**config.mk**
```make
export PLATFORM = sky130hd
export DESIGN_NAME = bus_irq_status
export DESIGN_NICKNAME = d
export VERILOG_FILES = /design/src/rtl/bis_pkg.sv /design/src/rtl/bis_conn_track.sv /design/src/rtl/bis_fly_flag.sv /design/src/rtl/bis_src_latch.sv /design/src/rtl/bus_irq_status.sv
export SDC_FILE = /design/constraint.sdc
export NUM_CORES = 1
export LEC_CHECK = 0
export BUFFER_PORTS_ARGS = -buffer_cell sky130_fd_sc_hd__buf_4
export CORE_AREA = 2 2 39 41
export CTS_CLUSTER_SIZE = 28
export DETAILED_ROUTE_END_ITERATION = 10
export DIE_AREA = 0 0 41 43
export PLACE_DENSITY_LB_ADDON = 0.25
export SYNTH_ARGS = -nofsm -noshare
export SYNTH_HDL_FRONTEND = slang
export SYNTH_SLANG_ARGS = --single-unit
```
**constraint.sdc**
```tcl
create_clock -name clk -period 1.68 [get_ports clk]
set_input_delay 0.336 -clock clk [delete_from_list [all_inputs] [get_ports clk]]
set_output_delay 0.336 -clock clk [all_outputs]
set_load 0.01 [all_outputs]
```
**src/rtl/bis_pkg.sv**
```systemverilog
package bis_pkg;
    localparam int DW       = 8;
    localparam int NSRC     = 4;
    localparam int B_DMA    = 0;
    localparam int B_BUS    = 1;
    localparam int B_FLY    = 2;
    localparam int B_CONN   = 3;
    localparam int B_SRST   = 6;
    // source vector order inside the latch bank
    localparam int S_PHASE  = 0;
    localparam int S_ATN    = 1;
    localparam int S_ARB    = 2;
    localparam int S_SELTO  = 3;
endpackage

```
**src/rtl/bis_conn_track.sv**
```systemverilog
module bis_conn_track (
    input  logic clk,
    input  logic rst_n,
    input  logic set_sel,
    input  logic set_resp,
    input  logic set_arb,
    input  logic low_level,
    input  logic clr_disc,
    input  logic clr_soft,
    output logic conn_o
);
    typedef struct packed {
        logic conn;
    } conn_st_t;

    conn_st_t st_d, st_q;
    logic     set_any;

    always_comb begin
        st_d    = st_q;
        set_any = set_sel | set_resp | (set_arb & low_level);
        if (clr_soft)
            st_d.conn = 1'b0;
        else if (set_any)
            st_d.conn = 1'b1;
        else if (clr_disc)
            st_d.conn = 1'b0;
    end

    always_ff @(posedge clk or negedge rst_n) begin
        if (!rst_n) st_q <= '0;
        else        st_q <= st_d;
    end

    assign conn_o = st_q.conn;

    p_set_wins_r3: assert property (@(posedge clk) disable iff (!rst_n)
        ((set_sel || set_resp) && !clr_soft) |=> conn_o);
    p_arb_set_r2: assert property (@(posedge clk) disable iff (!rst_n)
        (set_arb && low_level && !clr_soft) |=> conn_o);
    p_disc_clr_r3: assert property (@(posedge clk) disable iff (!rst_n)
        (clr_disc && !set_sel && !set_resp && !(set_arb && low_level)) |=> !conn_o);
    p_soft_clr_r9: assert property (@(posedge clk) disable iff (!rst_n)
        clr_soft |=> !conn_o);
endmodule

```
**src/rtl/bis_fly_flag.sv**
```systemverilog
module bis_fly_flag (
    input  logic clk,
    input  logic rst_n,
    input  logic set_fly,
    input  logic w1c,
    input  logic clr_soft,
    output logic fly_o
);
    typedef struct packed {
        logic fly;
    } fly_st_t;

    fly_st_t st_d, st_q;

    always_comb begin
        st_d = st_q;
        if (clr_soft)
            st_d.fly = 1'b0;
        else if (set_fly)
            st_d.fly = 1'b1;
        else if (w1c)
            st_d.fly = 1'b0;
    end

    always_ff @(posedge clk or negedge rst_n) begin
        if (!rst_n) st_q <= '0;
        else        st_q <= st_d;
    end

    assign fly_o = st_q.fly;

    p_fly_set_r4: assert property (@(posedge clk) disable iff (!rst_n)
        (set_fly && !clr_soft) |=> fly_o);
    p_fly_w1c_r5: assert property (@(posedge clk) disable iff (!rst_n)
        (w1c && !set_fly) |=> !fly_o);
    p_fly_hold_r4: assert property (@(posedge clk) disable iff (!rst_n)
        (!set_fly && !w1c && !clr_soft) |=> $stable(fly_o));
endmodule

```
**src/rtl/bis_src_latch.sv**
```systemverilog
module bis_src_latch #(
    parameter int N = bis_pkg::NSRC
) (
    input  logic         clk,
    input  logic         rst_n,
    input  logic [N-1:0] ev,
    input  logic         rd_clr,
    input  logic         clr_soft,
    output logic         pend_o
);
    typedef struct packed {
        logic [N-1:0] flag;
    } src_st_t;

    src_st_t st_d, st_q;

    always_comb begin
        st_d = st_q;
        for (int i = 0; i < N; i++) begin
            if (clr_soft)
                st_d.flag[i] = 1'b0;
            else if (ev[i])
                st_d.flag[i] = 1'b1;
            else if (rd_clr)
                st_d.flag[i] = 1'b0;
        end
    end

    always_ff @(posedge clk or negedge rst_n) begin
        if (!rst_n) st_q <= '0;
        else        st_q <= st_d;
    end

    assign pend_o = |st_q.flag;

    for (genvar g = 0; g < N; g++) begin : g_chk
        p_src_latch_r6: assert property (@(posedge clk) disable iff (!rst_n)
            (ev[g] && !clr_soft) |=> pend_o);
    end

    p_rd_clear_r7: assert property (@(posedge clk) disable iff (!rst_n)
        (rd_clr && ev == '0) |=> !pend_o);
    p_pend_hold_r7: assert property (@(posedge clk) disable iff (!rst_n)
        (pend_o && !rd_clr && !clr_soft) |=> pend_o);
endmodule

```
**src/rtl/bus_irq_status.sv**
```systemverilog
module bus_irq_status
    import bis_pkg::*;
(
    input  logic          clk,
    input  logic          rst_n,
    input  logic          ev_sel_done,
    input  logic          ev_sel_resp,
    input  logic          ev_arb_won,
    input  logic          low_level,
    input  logic          ev_disc,
    input  logic          is_target,
    input  logic          ev_phase_mm,
    input  logic          ev_atn,
    input  logic          ev_arb_done,
    input  logic          ev_sel_to,
    input  logic          src_rd,
    input  logic          fly_pulse,
    input  logic          dma_pend,
    input  logic          host_wr,
    input  logic [DW-1:0] host_wdata,
    output logic [DW-1:0] host_rdata,
    output logic          irq_o
);
    localparam logic [DW-1:0] W_MASK = DW'((1 << B_FLY) | (1 << B_SRST));

    typedef struct packed {
        logic srst;
        logic irq;
    } top_st_t;

    top_st_t          st_d, st_q;
    logic             conn, fly, bus_pend;
    logic             fly_w1c;
    logic [NSRC-1:0]  src_ev;

    assign fly_w1c = host_wr & host_wdata[B_FLY];

    always_comb begin
        src_ev          = '0;
        src_ev[S_PHASE] = ev_phase_mm & ~is_target;
        src_ev[S_ATN]   = ev_atn & is_target;
        src_ev[S_ARB]   = ev_arb_done;
        src_ev[S_SELTO] = ev_sel_to;
    end

    bis_conn_track u_conn (
        .clk       (clk),
        .rst_n     (rst_n),
        .set_sel   (ev_sel_done),
        .set_resp  (ev_sel_resp),
        .set_arb   (ev_arb_won),
        .low_level (low_level),
        .clr_disc  (ev_disc),
        .clr_soft  (st_q.srst),
        .conn_o    (conn)
    );

    bis_fly_flag u_fly (
        .clk      (clk),
        .rst_n    (rst_n),
        .set_fly  (fly_pulse),
        .w1c      (fly_w1c),
        .clr_soft (st_q.srst),
        .fly_o    (fly)
    );

    bis_src_latch #(.N(NSRC)) u_src (
        .clk      (clk),
        .rst_n    (rst_n),
        .ev       (src_ev),
        .rd_clr   (src_rd),
        .clr_soft (st_q.srst),
        .pend_o   (bus_pend)
    );

    always_comb begin
        st_d      = st_q;
        st_d.srst = host_wr & host_wdata[B_SRST];
        st_d.irq  = fly | bus_pend | dma_pend;
    end

    always_ff @(posedge clk or negedge rst_n) begin
        if (!rst_n) st_q <= '0;
        else        st_q <= st_d;
    end

    always_comb begin
        host_rdata         = '0;
        host_rdata[B_DMA]  = dma_pend;
        host_rdata[B_BUS]  = bus_pend;
        host_rdata[B_FLY]  = fly;
        host_rdata[B_CONN] = conn;
        host_rdata[B_SRST] = st_q.srst;
    end

    assign irq_o = st_q.irq;

    p_irq_follow_r8: assert property (@(posedge clk) disable iff (!rst_n)
        1'b1 |=> (irq_o == $past(fly | bus_pend | dma_pend)));
    p_srst_pulse_r9: assert property (@(posedge clk) disable iff (!rst_n)
        (st_q.srst && !(host_wr && host_wdata[B_SRST])) |=> !host_rdata[B_SRST]);
    p_other_bits_r10: assert property (@(posedge clk) disable iff (!rst_n)
        (host_wr && ((host_wdata & ~W_MASK) != '0) && !host_wdata[B_FLY]
         && !fly_pulse && !st_q.srst) |=> $stable(fly));
    p_zero_bits_r10: assert property (@(posedge clk) disable iff (!rst_n)
        (host_rdata[7:4] & 4'b1011) == 4'b0000);
endmodule

```
Yosys cells after proc, flatten, opt, wreduce, memory -nomap -nowiden
Cells that the tools add are included.
{"block": "classes", "n_mux": 15, "n_bitwise": 10, "n_reduce_logical": 7}
{"op": "$reduce_bool A3 Y1", "n": 6}
{"op": "$mux W1", "n": 15}
{"op": "$and A1 B1 Y1", "n": 5}
{"op": "$or A1 B1 Y1", "n": 4}
{"op": "$reduce_or A4 Y1", "n": 1}
{"op": "$not A1 Y1", "n": 1}
{"block": "totals", "reg_bits": 8, "output_inout_bits": 9}

Depth between registers and ports, before layout
Gate-level depths: netlist of the first run.
{"block": "depth", "ltp_word": 4, "ltp_mapped": 2}

By module
Synthesis of the first run repeated with hierarchy kept, for this count alone.
{"block": "unflattened", "cells_unflattened": 40, "hier_area_um2": 399.1}
{"module": "bis_src_latch", "cells_per_inst": 17, "area_per_inst_um2": 168.9, "instances": 1}
{"module": "bus_irq_status", "cells_per_inst": 15, "area_per_inst_um2": 137.6, "instances": 1}
{"module": "bis_conn_track", "cells_per_inst": 4, "area_per_inst_um2": 48.8, "instances": 1}
{"module": "bis_fly_flag", "cells_per_inst": 4, "area_per_inst_um2": 43.8, "instances": 1}

Least setup slack after synthesis of the first run
Ideal clock, no wire load.
{"block": "synth_timing", "path_type": "register to output", "from": "register u_src.st_q[1] (netlist name)", "to": "output host_rdata[1]", "path_buffers": 1, "path_stages_with_launch": 3, "setup_slack_ps": 328, "arrival_time_ps": 1016, "path_cell_list": "dfrtp_1 or4_4 buf_4"}
{"block": "synth_between", "elab_chain_len": 1}
{"item": "from (decl)", "line": "bis_src_latch.sv:15", "rtl": "src_st_t st_d, st_q;"}
{"item": "from (signal assigned)", "line": "bis_src_latch.sv:31", "rtl": "else st_q <= st_d;"}
{"item": "$reduce_or A4 Y1", "line": "bis_src_latch.sv:34", "rtl": "assign pend_o = |st_q.flag;"}
{"item": "to (decl)", "line": "bus_irq_status.sv:21", "rtl": "output logic [DW-1:0] host_rdata,"}
No other way between the ends.

Worst setup path after layout of the first run
Ends and elaborated chain as after synthesis.

==> impl_metrics.tcl, run 1 <==
set metrics [dict create \
    cp_max_fo 2 \
    synth_ff_type "dfrtp_1" \
    synth_compound_area_share_pct 12.9 \
    synth_top_area_share_pct 51.6 \
    setup_viol 0 \
    fillerInstances 142 \
    ios 33 \
    dp_hpwl_um 553 \
    grt_max_degree 9 \
    synth_area_per_cell_um2 10.5 \
    synth_edf_count 0 \
    vias 306 \
    synth_top_area_cell "dfrtp_1" \
    fin_crit_ns 1.63 \
    ys_async_sr_fraction_pct 100 \
    seq_area_um2 200 \
    p_per_area_nw_per_um2 784 \
    synth_top_family_by_area "buffers and inverters" \
    hold_class "input pin to register" \
    cp-startpoint "u_src.st_q[1]$_DFFE_PN0P_" \
    ff2ff_setup_slack_ns 0.35 \
    finalInstanceArea_um2 564 \
    synth_cell_types 14 \
    routabilityCongestion 0.592 \
    pre_cts_slack_ns 0.295 \
    numCtsBuffers 3 \
    clkTransAtPathRegs_ns 0.06 \
    crit_required_ns 1.34 \
    io_buffers 23 \
    ys_ff_latch 8 \
    diodes 0 \
    synth_xor_area_share_pct 0 \
    synth.area.top_cells "dfrtp_1, buf_4, nand2b_1" \
    start_util_pct 28.0 \
    p_leak_nw 0.279 \
    cts_tree "done" \
    grt.overflow.total 0 \
    clockBufferDepth 2 \
    synthToLayoutAreaGrowth_pct 45.5 \
    total_power_w 0.000442 \
    drive_above_1_share_pct 48.3 \
    finalHoldViolCount 0 \
    multi_input_area_um2 128 \
    netlist_area_um2 388 \
    ir_drop_uv 297 \
    clkSinkCount 8 \
    nets 84 \
    fin_tns_setup_ns 0 \
    start_kind "register" \
    post-route-period-util_pct 96.8 \
    cp-end-kind "output port" \
    yosysWarnings 0 \
    die_area_um2 1760 \
    fmax_ghz 0.615 \
    die_w_um 41 \
    grt_pass1_vias 273 \
    setup_slack_ns 0.0543 \
    muxShareOfSynthArea_pct 0 \
    die_h_um 43 \
    dr.pass1.iters 3 \
    timing.rr.start "u_src.st_q[1]$_DFFE_PN0P_" \
    rr_worst_depth 2 \
    avgRoutedWirePerCell_um 9.36 \
    place_area_um2 528 \
    drtIter0Drc 11 \
    synth_simple_gate_area_share_pct 17.1 \
    grt_pass1_wl_um 1120 \
    grtUsageTotal_pct 10.1 \
    clock_tree.root_cell "clkbuf_4" \
    status "completed" \
    drc 0 \
    ant_nets 0 \
    vias_per_cell 4.14 \
    yosysSeqAreaShare_pct 51.6 \
    synth_top_cells_by_count "buf_4, dfrtp_1, a21oi_1, nand2b_1, inv_1" \
    fin_skew_ns 0.00837 \
    grt_setup_unrepaired "yes" \
    grt_antenna_before_repair 0 \
    cp-endpoint "host_rdata[1]" \
    criticalPathCategory "register to output port" \
    maxCapViolCount 0 \
    yosys.area_share.adder_pct 0 \
    slew_viol_final 0 \
    synthCells 37 \
    cts.htree.levels 1 \
    coreArea_um2 1380 \
    rows 14 \
    arrival_ns 1.29 \
    wirelength_um 693 \
    clk_latency_ns 0.25 \
    r2r_end "irq_o$_DFF_PN0_" \
]
[area by class of cell]
class	instances	share of cell area (%)
Clock buffer	3	3.99
Multi-Input combinational cell	21	22.6
Timing Repair Buffer	24	33.0
Tap cell	16	3.55
Inverter	2	1.33
Sequential cell	8	35.5
[worst max-delay path, stage by stage (launching register included)]
cell     delay (ns)
dfrtp_1        0.37
or4_4          0.54
buf_6          0.14
[worst min path at each step]
| stage | from | to | slack (ns) | depth (start not counted) |
|---|---|---|---|---|
| 2_1_floorplan | rst_n | host_rdata[6]$_DFF_PN0_ | 0.04 | 0 |
| 3_3_place_gp | rst_n | host_rdata[6]$_DFF_PN0_ | 0.16 | 1 |
| 3_5_place_dp | rst_n | u_conn.conn_o$_DFFE_PN0P_ | 0.16 | 1 |
| 4_1_cts | dma_pend | irq_o$_DFF_PN0_ | 0.28 | 2 |
| 5_1_grt | dma_pend | irq_o$_DFF_PN0_ | 0.27 | 2 |
| 6_report | dma_pend | irq_o$_DFF_PN0_ | 0.28 | 2 |
[per-layer routing]
metal | track usage, % | wire length (um) | part of all wire, % | vias to the layer above
met4 | 8.00 | 0 | 0 | 0
met5 | 0 | 0 | 0 | -
met2 | 12.2 | 315 | 45 | 18
met3 | 4.71 | 73 | 11 | 0
li1 | - | - | - | 152
met1 | 13.0 | 304 | 44 | 136
[flip-flops by register name, summed over array words and instances, names as in the netlist]
register	cells
host_rdata	1
u_conn.conn_o	1
irq_o	1
u_src.st_q	4
u_fly.fly_o	1
[through the flow]
stage / utilization [%] / std cells / hold slack (ns)
5_1_grt: 40.8 / 74 / 0.271
6_report: 40.8 / 74 / 0.281
2_1_floorplan: - / 39 / 0.0404
3_5_place_dp: 38.2 / 70 / 0.159
3_3_place_gp: 38.2 / 70 / 0.159
4_1_cts: 40.5 / 74 / 0.276
[cells in the final DEF, fill, tap and decap left out]
cell type,Yosys,routed
and2_1,1,1
or4_4,1,1
o21ba_2,1,1
inv_1,2,2
conb_1,1,3
nand2_1,1,1
dfrtp_1,8,8
nand2b_1,5,5
clkbuf_4,0,3
buf_4,8,22
a21boi_0,1,1
buf_6,0,1
a21oi_1,5,5
a211oi_1,1,1
or3_1,1,1
or2b_1,1,1
dlygate4sd3_1,0,1
[what timing repair did]
item / CTS / global route
hold buffers: 1 / 0
setup buffers: 0 / 0
gates resized for setup: 0 / 1
endpoints found under the setup margin: 0 / 1
endpoints found under the hold margin: 8 / 0
[power breakdown]
group          switching, W  total (W)  internal, W
Combinational     0.0000292  0.0000831    0.0000538
Clock             0.0000613   0.000143    0.0000815
Sequential       0.00000927   0.000216     0.000207
[cell families (layout without fill, tap and decap cells)]
logic type	Yosys count	count (layout)
AND/OR/NAND/NOR	10	10
buffers and inverters	10	29
AO/OA/AOI/OAI	8	8
flip-flops	8	8
other	1	3
Note: power is estimated with default switching activity, not from simulation.
==> run 2: changes to the inputs <==
==> constraint.sdc (replaced) <==
create_clock -name clk -period 1.68 [get_ports clk]
set_input_delay 0.084 -clock clk [delete_from_list [all_inputs] [get_ports clk]]
set_output_delay 0.084 -clock clk [all_outputs]
set_load 0.01 [all_outputs]
==> run 2 against run 1 <==
Power is 0.36% lower. Non-clock buffer count did not move. Maximum frequency up 17%. Hold slack got worse by 0.25 ns. Critical endpoint unchanged.
==> impl_metrics.tcl, run 2 (synthesis results as in run 1) <==
set metrics [dict create \
    status "completed" \
    final_common_cell "buf_4" \
    fin_skew_ns 0.00837 \
    vias_per_cell 4.15 \
    grt_pass1_vias 273 \
    largest_reg_flops 4 \
    clk_latency_ns 0.25 \
    worstHoldPathCells 2 \
    clkSinkCount 8 \
    use_met2_pct 12.2 \
    finalHoldViolCount 0 \
    clkTransAtPathRegs_ns 0.06 \
    grt_max_degree 9 \
    synthToLayoutAreaGrowth_pct 44.5 \
    cts.htree.levels 1 \
    setup_viol 0 \
    hold_class "input pin to register" \
    diodes 0 \
    ff2ff_setup_slack_ns 0.36 \
    hold_start "dma_pend" \
    clockBufferDepth 2 \
    met3_usage_pct 4.71 \
    routabilityCongestion 0.592 \
    cts_tree "done" \
    drc 0 \
    drive_above_1_share_pct 48.3 \
    p_leak_nw 0.277 \
    io_buffers 23 \
    grt_pass1_wl_um 1120 \
    use_met1_pct 13.0 \
    mostFrequentLayoutCells "buf_4, dfrtp_1, nand2b_1, a21oi_1" \
    ant_nets 0 \
    cp_cell_sequence "or4_4 > buf_4" \
    arrival_ns 1.30 \
    fmax_ghz 0.721 \
    die_area_um2 1760 \
    post-route-period-util_pct 82.6 \
    vias 307 \
    fillerInstances 142 \
    numCtsBuffers 3 \
    criticalPathCategory "register to output port" \
    path_delay_family "simple AND/OR/NAND/NOR gates" \
    die_h_um 43 \
    max_flop_register "u_src.st_q" \
    nets 84 \
    post-cts-setup-buffer-count 0 \
    finalInstanceArea_um2 561 \
    ios 33 \
    grt.overflow.total 0 \
    cp-end-kind "output port" \
    drtIter0Drc 11 \
    avgRoutedWirePerCell_um 9.38 \
    cp_max_fo 2 \
    dr.pass1.iters 3 \
    fin_crit_ns 1.39 \
    die_w_um 41 \
    grtUsageTotal_pct 10.1 \
    crit_required_ns 1.60 \
    wirelength_um 694 \
    busiest_layer "met1" \
    rr_worst_depth 2 \
    rows 14 \
    path_buf_inv 1 \
    timing.rr.start "u_src.st_q[1]$_DFFE_PN0P_" \
    r2r_end "irq_o$_DFF_PN0_" \
    fin_tns_setup_ns 0 \
    grt_antenna_before_repair 0 \
    worstHoldEndpoint "irq_o$_DFF_PN0_" \
    slew_viol_final 0 \
    grt_setup_unrepaired "no" \
    dp_hpwl_um 553 \
    start_kind "register" \
    maxCapViolCount 0 \
    cts-resized-gates 0 \
    slowest_delay_ns 0.53 \
    place_area_um2 528 \
    coreArea_um2 1380 \
    clock_tree.root_cell "clkbuf_4" \
    p_per_area_nw_per_um2 786 \
    ir_drop_uv 297 \
    start_util_pct 28.0 \
    crit_path_top_delay_cell "or4_4" \
]
## run 2: changes by cell type in the layout (fill, tap and decap cells not counted)
cell,change
buf_6,-1
buf_4,+1
## run 2: how the worst max path moves through the flow
| stage | start | to | slack (ns) | cells after the start |
|---|---|---|---|---|
| 6_report | u_src.st_q[1]$_DFFE_PN0P_ | host_rdata[1] | 0.29 | 2 |
| 5_1_grt | u_src.st_q[1]$_DFFE_PN0P_ | host_rdata[1] | 0.23 | 2 |
| 3_3_place_gp | u_src.st_q[1]$_DFFE_PN0P_ | irq_o$_DFF_PN0_ | 0.35 | 2 |
| 4_1_cts | u_src.st_q[1]$_DFFE_PN0P_ | host_rdata[1] | 0.27 | 2 |
| 3_5_place_dp | u_src.st_q[1]$_DFFE_PN0P_ | irq_o$_DFF_PN0_ | 0.35 | 2 |
| 2_1_floorplan | u_src.st_q[1]$_DFFE_PN0P_ | irq_o$_DFF_PN0_ | 0.38 | 2 |
## run 2: power by group
group	internal (W)	total (W)	switching [W]
Combinational	0.0000526	0.0000814	0.0000288
Sequential	0.000207	0.000216	0.00000927
Clock	0.0000815	0.000143	0.0000613
Total	0.000341	0.000441	0.0000994
## run 2: worst register-to-register path: cells and delay by family, from the launching register on
kind | cells | cell delay, ns
flops | 1 | 0.37
simple gates | 2 | 0.84
## run 2: cell type report
| cell class | instances | area (um2) | area share [%] |
|---|---|---|---|
| clock buffer | 3 | 22.5 | 4.02 |
| inverter | 2 | 7.51 | 1.34 |
| multi-input combinational | 21 | 128 | 22.8 |
| sequential | 8 | 200 | 35.7 |
| tap | 16 | 20.0 | 3.57 |
| timing repair buffer | 24 | 183 | 32.6 |
## run 2: stage by stage
stage / hold slack [ns] / instances / power, W / worst slack [ns] / util [%]
floorplan: -0.212 / 39 / 0.000264 / 0.384 / -
global placement: -0.0940 / 70 / 0.000300 / 0.352 / 38.2
finish: 0.0288 / 74 / 0.000441 / 0.293 / 40.5
CTS: 0.0242 / 74 / 0.000449 / 0.273 / 40.5
global route: 0.0185 / 74 / 0.000473 / 0.228 / 40.5
detailed placement: -0.0925 / 70 / 0.000301 / 0.346 / 38.2
## run 2: timing repair
item                                    in CTS  in global routing
endpoints found under the hold margin        8                  0
hold buffers                                 1                  0
endpoints found under the setup margin       0                  0
## run 2: metal layers
| layer | share of wire, % | vias up |
|---|---|---|
| met5 | 0 | - |
| met1 | 44 | 137 |
| li1 | - | 152 |
| met4 | 0 | 0 |
| met2 | 45 | 18 |
| met3 | 11 | 0 |
